`config.mk`:
```
export PLATFORM = sky130hd
export DESIGN_NAME = pirq_group_ctrl
export DESIGN_NICKNAME = d
export VERILOG_FILES = /design/src/rtl/pirq_grp_pkg.sv /design/src/rtl/pirq_grp_resolver.sv /design/src/rtl/pirq_sgi_gate.sv /design/src/rtl/pirq_target_elig.sv /design/src/rtl/pirq_group_ctrl.sv
export SDC_FILE = /design/constraint.sdc
export NUM_CORES = 1
export LEC_CHECK = 0
export ABC_AREA = 1
export BUFFER_PORTS_ARGS = -buffer_cell sky130_fd_sc_hd__buf_2
export CAP_MARGIN = 30
export CORE_MARGIN = 2
export CORE_UTILIZATION = 46
export CTS_CLUSTER_SIZE = 40
export DETAILED_ROUTE_END_ITERATION = 10
export PLACE_DENSITY_LB_ADDON = 0.05
export SYNTH_ARGS = -nofsm -noshare
export SYNTH_HDL_FRONTEND = slang
export SYNTH_SLANG_ARGS = --single-unit
```
`constraint.sdc`:
```
create_clock -name clk -period 2 [get_ports clk]
set_input_delay 0.1 -clock clk [delete_from_list [all_inputs] [get_ports clk]]
set_output_delay 0.1 -clock clk [all_outputs]
set_load 0.02 [all_outputs]
```
`src/rtl/pirq_grp_pkg.sv`:
```
package pirq_grp_pkg;

  typedef enum logic [1:0] {
    GRP_S0   = 2'b00,
    GRP_S1   = 2'b01,
    GRP_NS1  = 2'b10,
    GRP_NONE = 2'b11
  } grp_e;

  // Resolve a private ID's group from its two configuration bits.
  function automatic grp_e resolve_grp(input logic sec_dis,
                                       input logic gbit,
                                       input logic mbit);
    grp_e r;
    if (sec_dis) begin
      r = gbit ? GRP_NS1 : GRP_S0;
    end else begin
      case ({mbit, gbit})
        2'b00:   r = GRP_S0;
        2'b10:   r = GRP_S1;
        default: r = GRP_NS1;
      endcase
    end
    return r;
  endfunction

  // Downgrade a secure group 1 request that targets a group 0 interrupt.
  function automatic grp_e eff_req_grp(input grp_e res, input grp_e req);
    return (res == GRP_S0 && req == GRP_S1) ? GRP_S0 : req;
  endfunction

  // Acceptance decision for one SGI request, given its resolved group.
  function automatic logic admit_sgi(input grp_e       res,
                                     input grp_e       req,
                                     input logic       ns,
                                     input logic       sec_dis,
                                     input logic [1:0] lvl);
    grp_e eff;
    logic ok;
    eff = eff_req_grp(res, req);
    ok  = (req != GRP_NONE);
    if (eff == GRP_S0 && res != GRP_S0) ok = 1'b0;
    if (ns && !sec_dis) begin
      if (res == GRP_S0 && lvl < 2'd1) ok = 1'b0;
      if (res == GRP_S1 && lvl < 2'd2) ok = 1'b0;
    end
    return ok;
  endfunction

endpackage

```
`src/rtl/pirq_grp_resolver.sv`:
```
module pirq_grp_resolver
  import pirq_grp_pkg::*;
#(
  parameter int NUM_IDS = 32
) (
  input  logic                    sec_dis,
  input  logic [NUM_IDS-1:0]      grp_bits,
  input  logic [NUM_IDS-1:0]      mod_bits,
  output logic [NUM_IDS-1:0][1:0] id_grp
);

  for (genvar i = 0; i < NUM_IDS; i++) begin : g_id
    assign id_grp[i] = resolve_grp(sec_dis, grp_bits[i], mod_bits[i]);
  end

endmodule

```
`src/rtl/pirq_sgi_gate.sv`:
```
module pirq_sgi_gate
  import pirq_grp_pkg::*;
#(
  parameter int NUM_IDS = 32,
  parameter int NUM_SGI = 16,
  localparam int ID_W  = $clog2(NUM_IDS),
  localparam int SGI_W = $clog2(NUM_SGI)
) (
  input  logic                    clk,
  input  logic                    rst_n,
  input  logic                    sec_dis,
  input  logic [NUM_IDS-1:0][1:0] id_grp,
  input  logic [NUM_SGI-1:0][1:0] nsa_arr,
  input  logic                    req_valid,
  input  logic [ID_W-1:0]         req_id,
  input  logic [1:0]              req_grp,
  input  logic                    req_ns,
  output logic [1:0]              req_res_grp,
  output logic [1:0]              req_lvl,
  output logic                    req_in_range,
  output logic                    set_pend,
  output logic [SGI_W-1:0]        set_id
);

  logic [SGI_W-1:0] sgi_idx;
  logic             admit;

  assign sgi_idx      = req_id[SGI_W-1:0];
  assign req_in_range = (req_id[ID_W-1:SGI_W] == '0);
  assign req_res_grp  = id_grp[req_id];
  assign req_lvl      = nsa_arr[sgi_idx];
  assign admit        = req_valid && req_in_range &&
                        admit_sgi(grp_e'(req_res_grp), grp_e'(req_grp),
                                  req_ns, sec_dis, req_lvl);

  always_ff @(posedge clk or negedge rst_n) begin
    if (!rst_n) begin
      set_pend <= 1'b0;
      set_id   <= '0;
    end else begin
      set_pend <= admit;
      if (admit) set_id <= sgi_idx;
    end
  end

endmodule

```
`src/rtl/pirq_target_elig.sv`:
```
module pirq_target_elig
  import pirq_grp_pkg::*;
(
  input  logic       asleep,
  input  logic [2:0] grp_en,
  input  logic [2:0] grp_dis,
  input  logic [1:0] sel_grp,
  output logic       eligible
);

  logic en_hit;
  logic dis_hit;

  always_comb begin
    en_hit  = 1'b0;
    dis_hit = 1'b0;
    case (grp_e'(sel_grp))
      GRP_S0:  begin en_hit = grp_en[0]; dis_hit = grp_dis[0]; end
      GRP_S1:  begin en_hit = grp_en[1]; dis_hit = grp_dis[1]; end
      GRP_NS1: begin en_hit = grp_en[2]; dis_hit = grp_dis[2]; end
      default: begin en_hit = 1'b0;      dis_hit = 1'b1;      end
    endcase
  end

  assign eligible = !asleep && en_hit && !dis_hit;

endmodule

```
`src/rtl/pirq_group_ctrl.sv`:
```
module pirq_group_ctrl
  import pirq_grp_pkg::*;
#(
  parameter int NUM_IDS = 32,
  parameter int NUM_SGI = 16,
  localparam int ID_W  = $clog2(NUM_IDS),
  localparam int SGI_W = $clog2(NUM_SGI)
) (
  input  logic                 clk,
  input  logic                 rst_n,
  input  logic                 sec_dis,
  input  logic [NUM_IDS-1:0]   grp_bits,
  input  logic [NUM_IDS-1:0]   mod_bits,
  input  logic [2*NUM_SGI-1:0] nsa_level,
  input  logic [ID_W-1:0]      query_id,
  output logic [1:0]           query_grp,
  input  logic                 req_valid,
  input  logic [ID_W-1:0]      req_id,
  input  logic [1:0]           req_grp,
  input  logic                 req_ns,
  output logic                 set_pend,
  output logic [SGI_W-1:0]     set_id,
  input  logic                 asleep,
  input  logic [2:0]           grp_en,
  input  logic [2:0]           grp_dis,
  input  logic [1:0]           sel_grp,
  output logic                 eligible
);

  logic [NUM_IDS-1:0][1:0] id_grp;
  logic [NUM_SGI-1:0][1:0] nsa_arr;
  logic [1:0]              req_res_grp;
  logic [1:0]              req_lvl;
  logic                    req_in_range;

  assign nsa_arr   = nsa_level;
  assign query_grp = id_grp[query_id];

  pirq_grp_resolver #(.NUM_IDS(NUM_IDS)) u_res (
    .sec_dis  (sec_dis),
    .grp_bits (grp_bits),
    .mod_bits (mod_bits),
    .id_grp   (id_grp)
  );

  pirq_sgi_gate #(.NUM_IDS(NUM_IDS), .NUM_SGI(NUM_SGI)) u_gate (
    .clk          (clk),
    .rst_n        (rst_n),
    .sec_dis      (sec_dis),
    .id_grp       (id_grp),
    .nsa_arr      (nsa_arr),
    .req_valid    (req_valid),
    .req_id       (req_id),
    .req_grp      (req_grp),
    .req_ns       (req_ns),
    .req_res_grp  (req_res_grp),
    .req_lvl      (req_lvl),
    .req_in_range (req_in_range),
    .set_pend     (set_pend),
    .set_id       (set_id)
  );

  pirq_target_elig u_elig (
    .asleep   (asleep),
    .grp_en   (grp_en),
    .grp_dis  (grp_dis),
    .sel_grp  (sel_grp),
    .eligible (eligible)
  );

endmodule

```
## Word-level counts from Yosys, hierarchy flattened

Index checks and enable logic that the tools add are counted.

- Register bits after elaboration: 5
- Latch bits: 0
- Bits in writable memories: 0
- ROM bits: 0
- Input port bits: 122
- Output and inout port bits: 8
- Logic and storage cells: 202
- Memories kept: 0

- $add $sub $neg: 0
- Multipliers: 0
- Divide/modulo/power cells: 0
- Order comparisons: 5
- Equality and inequality tests: 37
- Shift operators: 0
- Muxes and demuxes: 109
- Bitwise logic cells: 1
- Reduce and logical (&&, ||, !) cells: 48

Operators by type and width:

| cell | number |
|---|---|
| 2-bit two-way mux | 68 |
| 2-bit one-hot mux with 2 select lines | 32 |
| 2-bit zero test | 35 |
| 2-bit == test (second input constant) | 33 |
| 2-bit binary-select mux with 5-bit select | 2 |
| 5-bit by 6-bit less-than comparator with 1-bit output (second input constant) | 2 |
| 1-bit logical AND | 9 |
| 2-bit binary-select mux with 4-bit select | 1 |
| 2-bit by 1-bit == test with 1-bit output (second input constant) | 3 |
| 1-bit one-hot mux with 3 select lines | 2 |
| 4-bit by 5-bit less-than comparator with 1-bit output (second input constant) | 1 |
| 1-bit two-way mux | 4 |
| 1-bit zero test | 3 |
| 2-bit by 1-bit less-than comparator with 1-bit output (second input constant) | 1 |
| 2-bit less-than comparator (second input constant) | 1 |
| 2-bit != test (second input constant) | 1 |
| 2-bit nonzero test | 1 |
| 1-bit NOT | 1 |

## Depth between registers and ports, before layout

- Depth in word-level cells: 15
- Gate-level depth with buffers: 14
- Gate-level depth less buffers: 13

## Hierarchy

Synthesis repeated with hierarchy kept, for this count alone.

- Cells, all modules: 550
- Area, all modules: 2570.0 µm²

By module, submodules not included:

| module | times used | cells each | area each (µm²) | sequential area each (µm²) |
|---|---|---|---|---|
| pirq_sgi_gate | 1 | 251 | 1248.7 | 125.1 |
| pirq_group_ctrl | 1 | 154 | 749.5 | 0.0 |
| pirq_grp_resolver | 1 | 131 | 514.2 | 0.0 |
| pirq_target_elig | 1 | 14 | 57.6 | 0.0 |

## Worst setup path before layout

Ideal clock, no wire load.

- Kind: input to output
- Start point: in grp_dis[1]
- End point: out eligible
- Arrival time: 1341 ps
- Data required time: 1900 ps
- Path slack: 559 ps
- Stages: 2
- Path buffers: 0
- Cell sequence: nand3b_1 a2111oi_0

- Cells in the longest elaborated chain, start to end: 3

Ends and longest elaborated chain:

| what | line | source |
|---|---|---|
| start: declaration | pirq_group_ctrl.sv:25 | `input logic [2:0] grp_dis,` |
| 1-bit one-hot mux with 3 select lines | pirq_target_elig.sv:17 | `case (grp_e'(sel_grp))` |
| 1-bit zero test | pirq_target_elig.sv:25 | `assign eligible = !asleep && en_hit && !dis_hit;` |
| 1-bit logical AND | pirq_target_elig.sv:25 |  |
| end: declaration | pirq_group_ctrl.sv:27 | `output logic eligible` |

Every way passes these cells.

## Worst setup path in the final report

- Start point: in query_id[0]
- End point: out query_grp[1]

- Cells in the longest elaborated chain, start to end: 2

Ends and longest elaborated chain:

| what | line | source |
|---|---|---|
| start: declaration | pirq_group_ctrl.sv:15 | `input logic [ID_W-1:0] query_id,` |
| 2-bit binary-select mux with 5-bit select | pirq_group_ctrl.sv:37 | `assign query_grp = id_grp[query_id];` |
| 2-bit two-way mux (not written as such) | pirq_group_ctrl.sv:37 |  |
| end: declaration | pirq_group_ctrl.sv:16 | `output logic [1:0] query_grp,` |

Every way passes these cells. The select of a mux whose other input is x is not followed.

==> impl_metrics.tcl <==
set metrics [dict create \
    vdd_drop_max_v 0.000120 \
    start_util_pct 47.4 \
    worst-setup-path-type "input pin to output port" \
    cts_tree "built" \
    cts_hold_buf 1 \
    rsz0062_at_grt "false" \
    grt_usage_pct 25.4 \
    clkTransAtPathRegs_ns 0.04 \
    mostFrequentLayoutCell "buf_2" \
    yosysSeqAreaShare_pct 6.70 \
    min_path_type "input pin to register" \
    cts_sinks 5 \
    power_density_nw_per_um2 324 \
    power_leakage_uw 0.00157 \
    grt_pass1_wl_mm 9.39 \
    clk_latency_ns 0.22 \
    antenna_found_initial 0 \
    ios 130 \
    tightestPinTransition_ns 0.744 \
    die-area_sq_um 4580 \
    syn_area_sq_um 1870 \
    fp.dieW_microns 67.7 \
    wire_per_inst_microns 11.0 \
    slew_viol_final 0 \
    synth_cell_types 28 \
    portBuffers 129 \
    grt_pass1_vias 2212 \
    worst_slack_ns 0.289 \
    dieHeight_microns 67.7 \
    core_sq_um 3940 \
    dr_wl_met2_mm 2.86 \
    fin_setup_tns_ns 0 \
    start_kind "input pin" \
    cts_made_buffers 3 \
    place_ws_ns 0.312 \
    required_ns 1.90 \
    met1_length_mm 2.67 \
    yosys_register_bits 5 \
    syn_inst 373 \
    row_count 23 \
    vias 2721 \
    vias_per_cell 5.00 \
    routabilityCongestion 0.950 \
    grt_overflow_total 0 \
    grt_max_degree 29 \
    antenna_cells 0 \
    slew_headroom_pct 50.1 \
    fin_crit_sh_pct 85.5 \
    cts_buffer_depth 2 \
    cp-end-kind "output port" \
    cts-root-buf "clkbuf_8" \
    drtAntennaViolNets 0 \
    postCtsResizedCells 0 \
    period_needed_ns 1.71 \
    arrival_ns 1.61 \
    holdWs_ns 0.210 \
    fmax_mhz 585 \
    routed_wl_mm 6.00 \
    skew_ns 0 \
    cp_slowest_cell "buf_2" \
    synth.net_count 495 \
    final_cell_mix "buf_2, nand2_1, inv_1, nand3_1, nor2_1" \
    yosys_warnings 0 \
    detail_route.first_pass.iterations 5 \
    setup-violations-final 0 \
    avgSynthCellArea_sq_um 5.00 \
    highest_layer "met4" \
    postCtsSetupBuffers 0 \
    dp_hpwl_mm 4.91 \
    finalHoldViolCount 0 \
    drt-initial-drc-count 195 \
    max_cap_violations 0 \
    h-tree-depth 1 \
    wl_met3_microns 424 \
    crit_top_cell "a21oi_1" \
    path_cells "buf_2, inv_1, buf_4, o211ai_1, a21oi_1, o21ai_0, a21oi_1, a21oi_1, buf_2" \
    crit_fanout 16 \
    area_growth_pct 35.9 \
    slowest_delay_ns 0.24 \
    outcome "completed" \
    remaining_drc_errors 0 \
    drive_gt1_share_pct 30.2 \
    nets 617 \
]
## synth_stat cells
cell type | count | area, sq um
a2111oi_0 | 1 | 8.76
a211oi_1 | 2 | 15.0
a21oi_1 | 18 | 90.1
a22o_1 | 1 | 8.76
a22oi_1 | 2 | 15.0
a31oi_1 | 2 | 12.5
a32o_1 | 1 | 10.0
buf_2 | 9 | 45.0
buf_4 | 1 | 7.51
buf_6 | 7 | 78.8
clkbuf_1 | 2 | 7.51
clkinv_1 | 1 | 3.75
dfrtp_1 | 5 | 125
inv_1 | 68 | 255
inv_2 | 1 | 3.75
inv_8 | 1 | 11.3
nand2_1 | 114 | 428
nand2_2 | 2 | 12.5
nand3_1 | 67 | 335
nand3_4 | 1 | 17.5
nand3b_1 | 3 | 22.5
nand4_1 | 5 | 31.3
nor2_1 | 19 | 71.3
nor3_1 | 1 | 5.00
o211ai_1 | 17 | 128
o21ai_0 | 15 | 75.1
o21ai_1 | 1 | 5.00
or2_2 | 6 | 37.5
## state kept, by name (all words and copies together), names as in the netlist
name / flops
u_gate.set_id: 4
u_gate.set_pend: 1
## through the flow
step	total power, uW	utilization [%]	cell area (sq um)	instances
2_1_floorplan	441	-	1870	373
3_3_place_gp	628	62.9	2480	539
3_5_place_dp	632	62.9	2480	539
4_1_cts	825	64.3	2540	544
5_1_grt	898	64.3	2540	544
6_report	821	64.3	2540	544
## cell type report
class | instances | area, sq um
sequential | 5 | 125
clock buffer | 4 | 45.0
inverter | 71 | 274
multi-input combinational | 278 | 1330
timing repair buffer | 136 | 701
fill | 421 | 1410
tap | 50 | 62.6
## where the power goes
part | internal [uW] | switching, uW | total [uW]
clock | 137 | 48.3 | 185
sequential | 119 | 8.94 | 128
combinational | 219 | 288 | 507
total | 475 | 345 | 821
## cell families after synthesis
kind of cell    share of synthesized area [%]
simple gates                             51.5
compound gates                           19.7
flops                                    6.70
buf+inv                                  22.1
## routing by layer
| layer | up-vias | global-route usage [%] |
|---|---|---|
| met3 | 4 | 1.67 |
| met2 | 104 | 46.7 |
| met4 | 0 | 4.59 |
| met5 | - | 0 |
| met1 | 1164 | 32.5 |
| li1 | 1449 | - |
## final timing paths
path | start | endpoint | slack (ns) | cells after the start
setup / recovery | query_id[0] | query_grp[1] | 0.29 | 9
hold / removal | req_id[3] | u_gate.set_id[3] | 0.21 | 3
setup reg to reg | u_gate.set_id[2] | u_gate.set_id[2] | 1.40 | 2
hold reg to reg | u_gate.set_id[3] | u_gate.set_id[3] | 0.47 | 2
max in group asynchronous | rst_n | u_gate.set_id[2] | 1.65 | 2
min in group asynchronous | rst_n | u_gate.set_id[3] | 0.22 | 2
## worst max-delay path: cells and delay by family
kind                   cells  cell delay [ns]
buffers and inverters      4             0.85
AOI/OAI and AO/OA          5             0.66
Note: power is estimated with default switching activity, not from simulation.
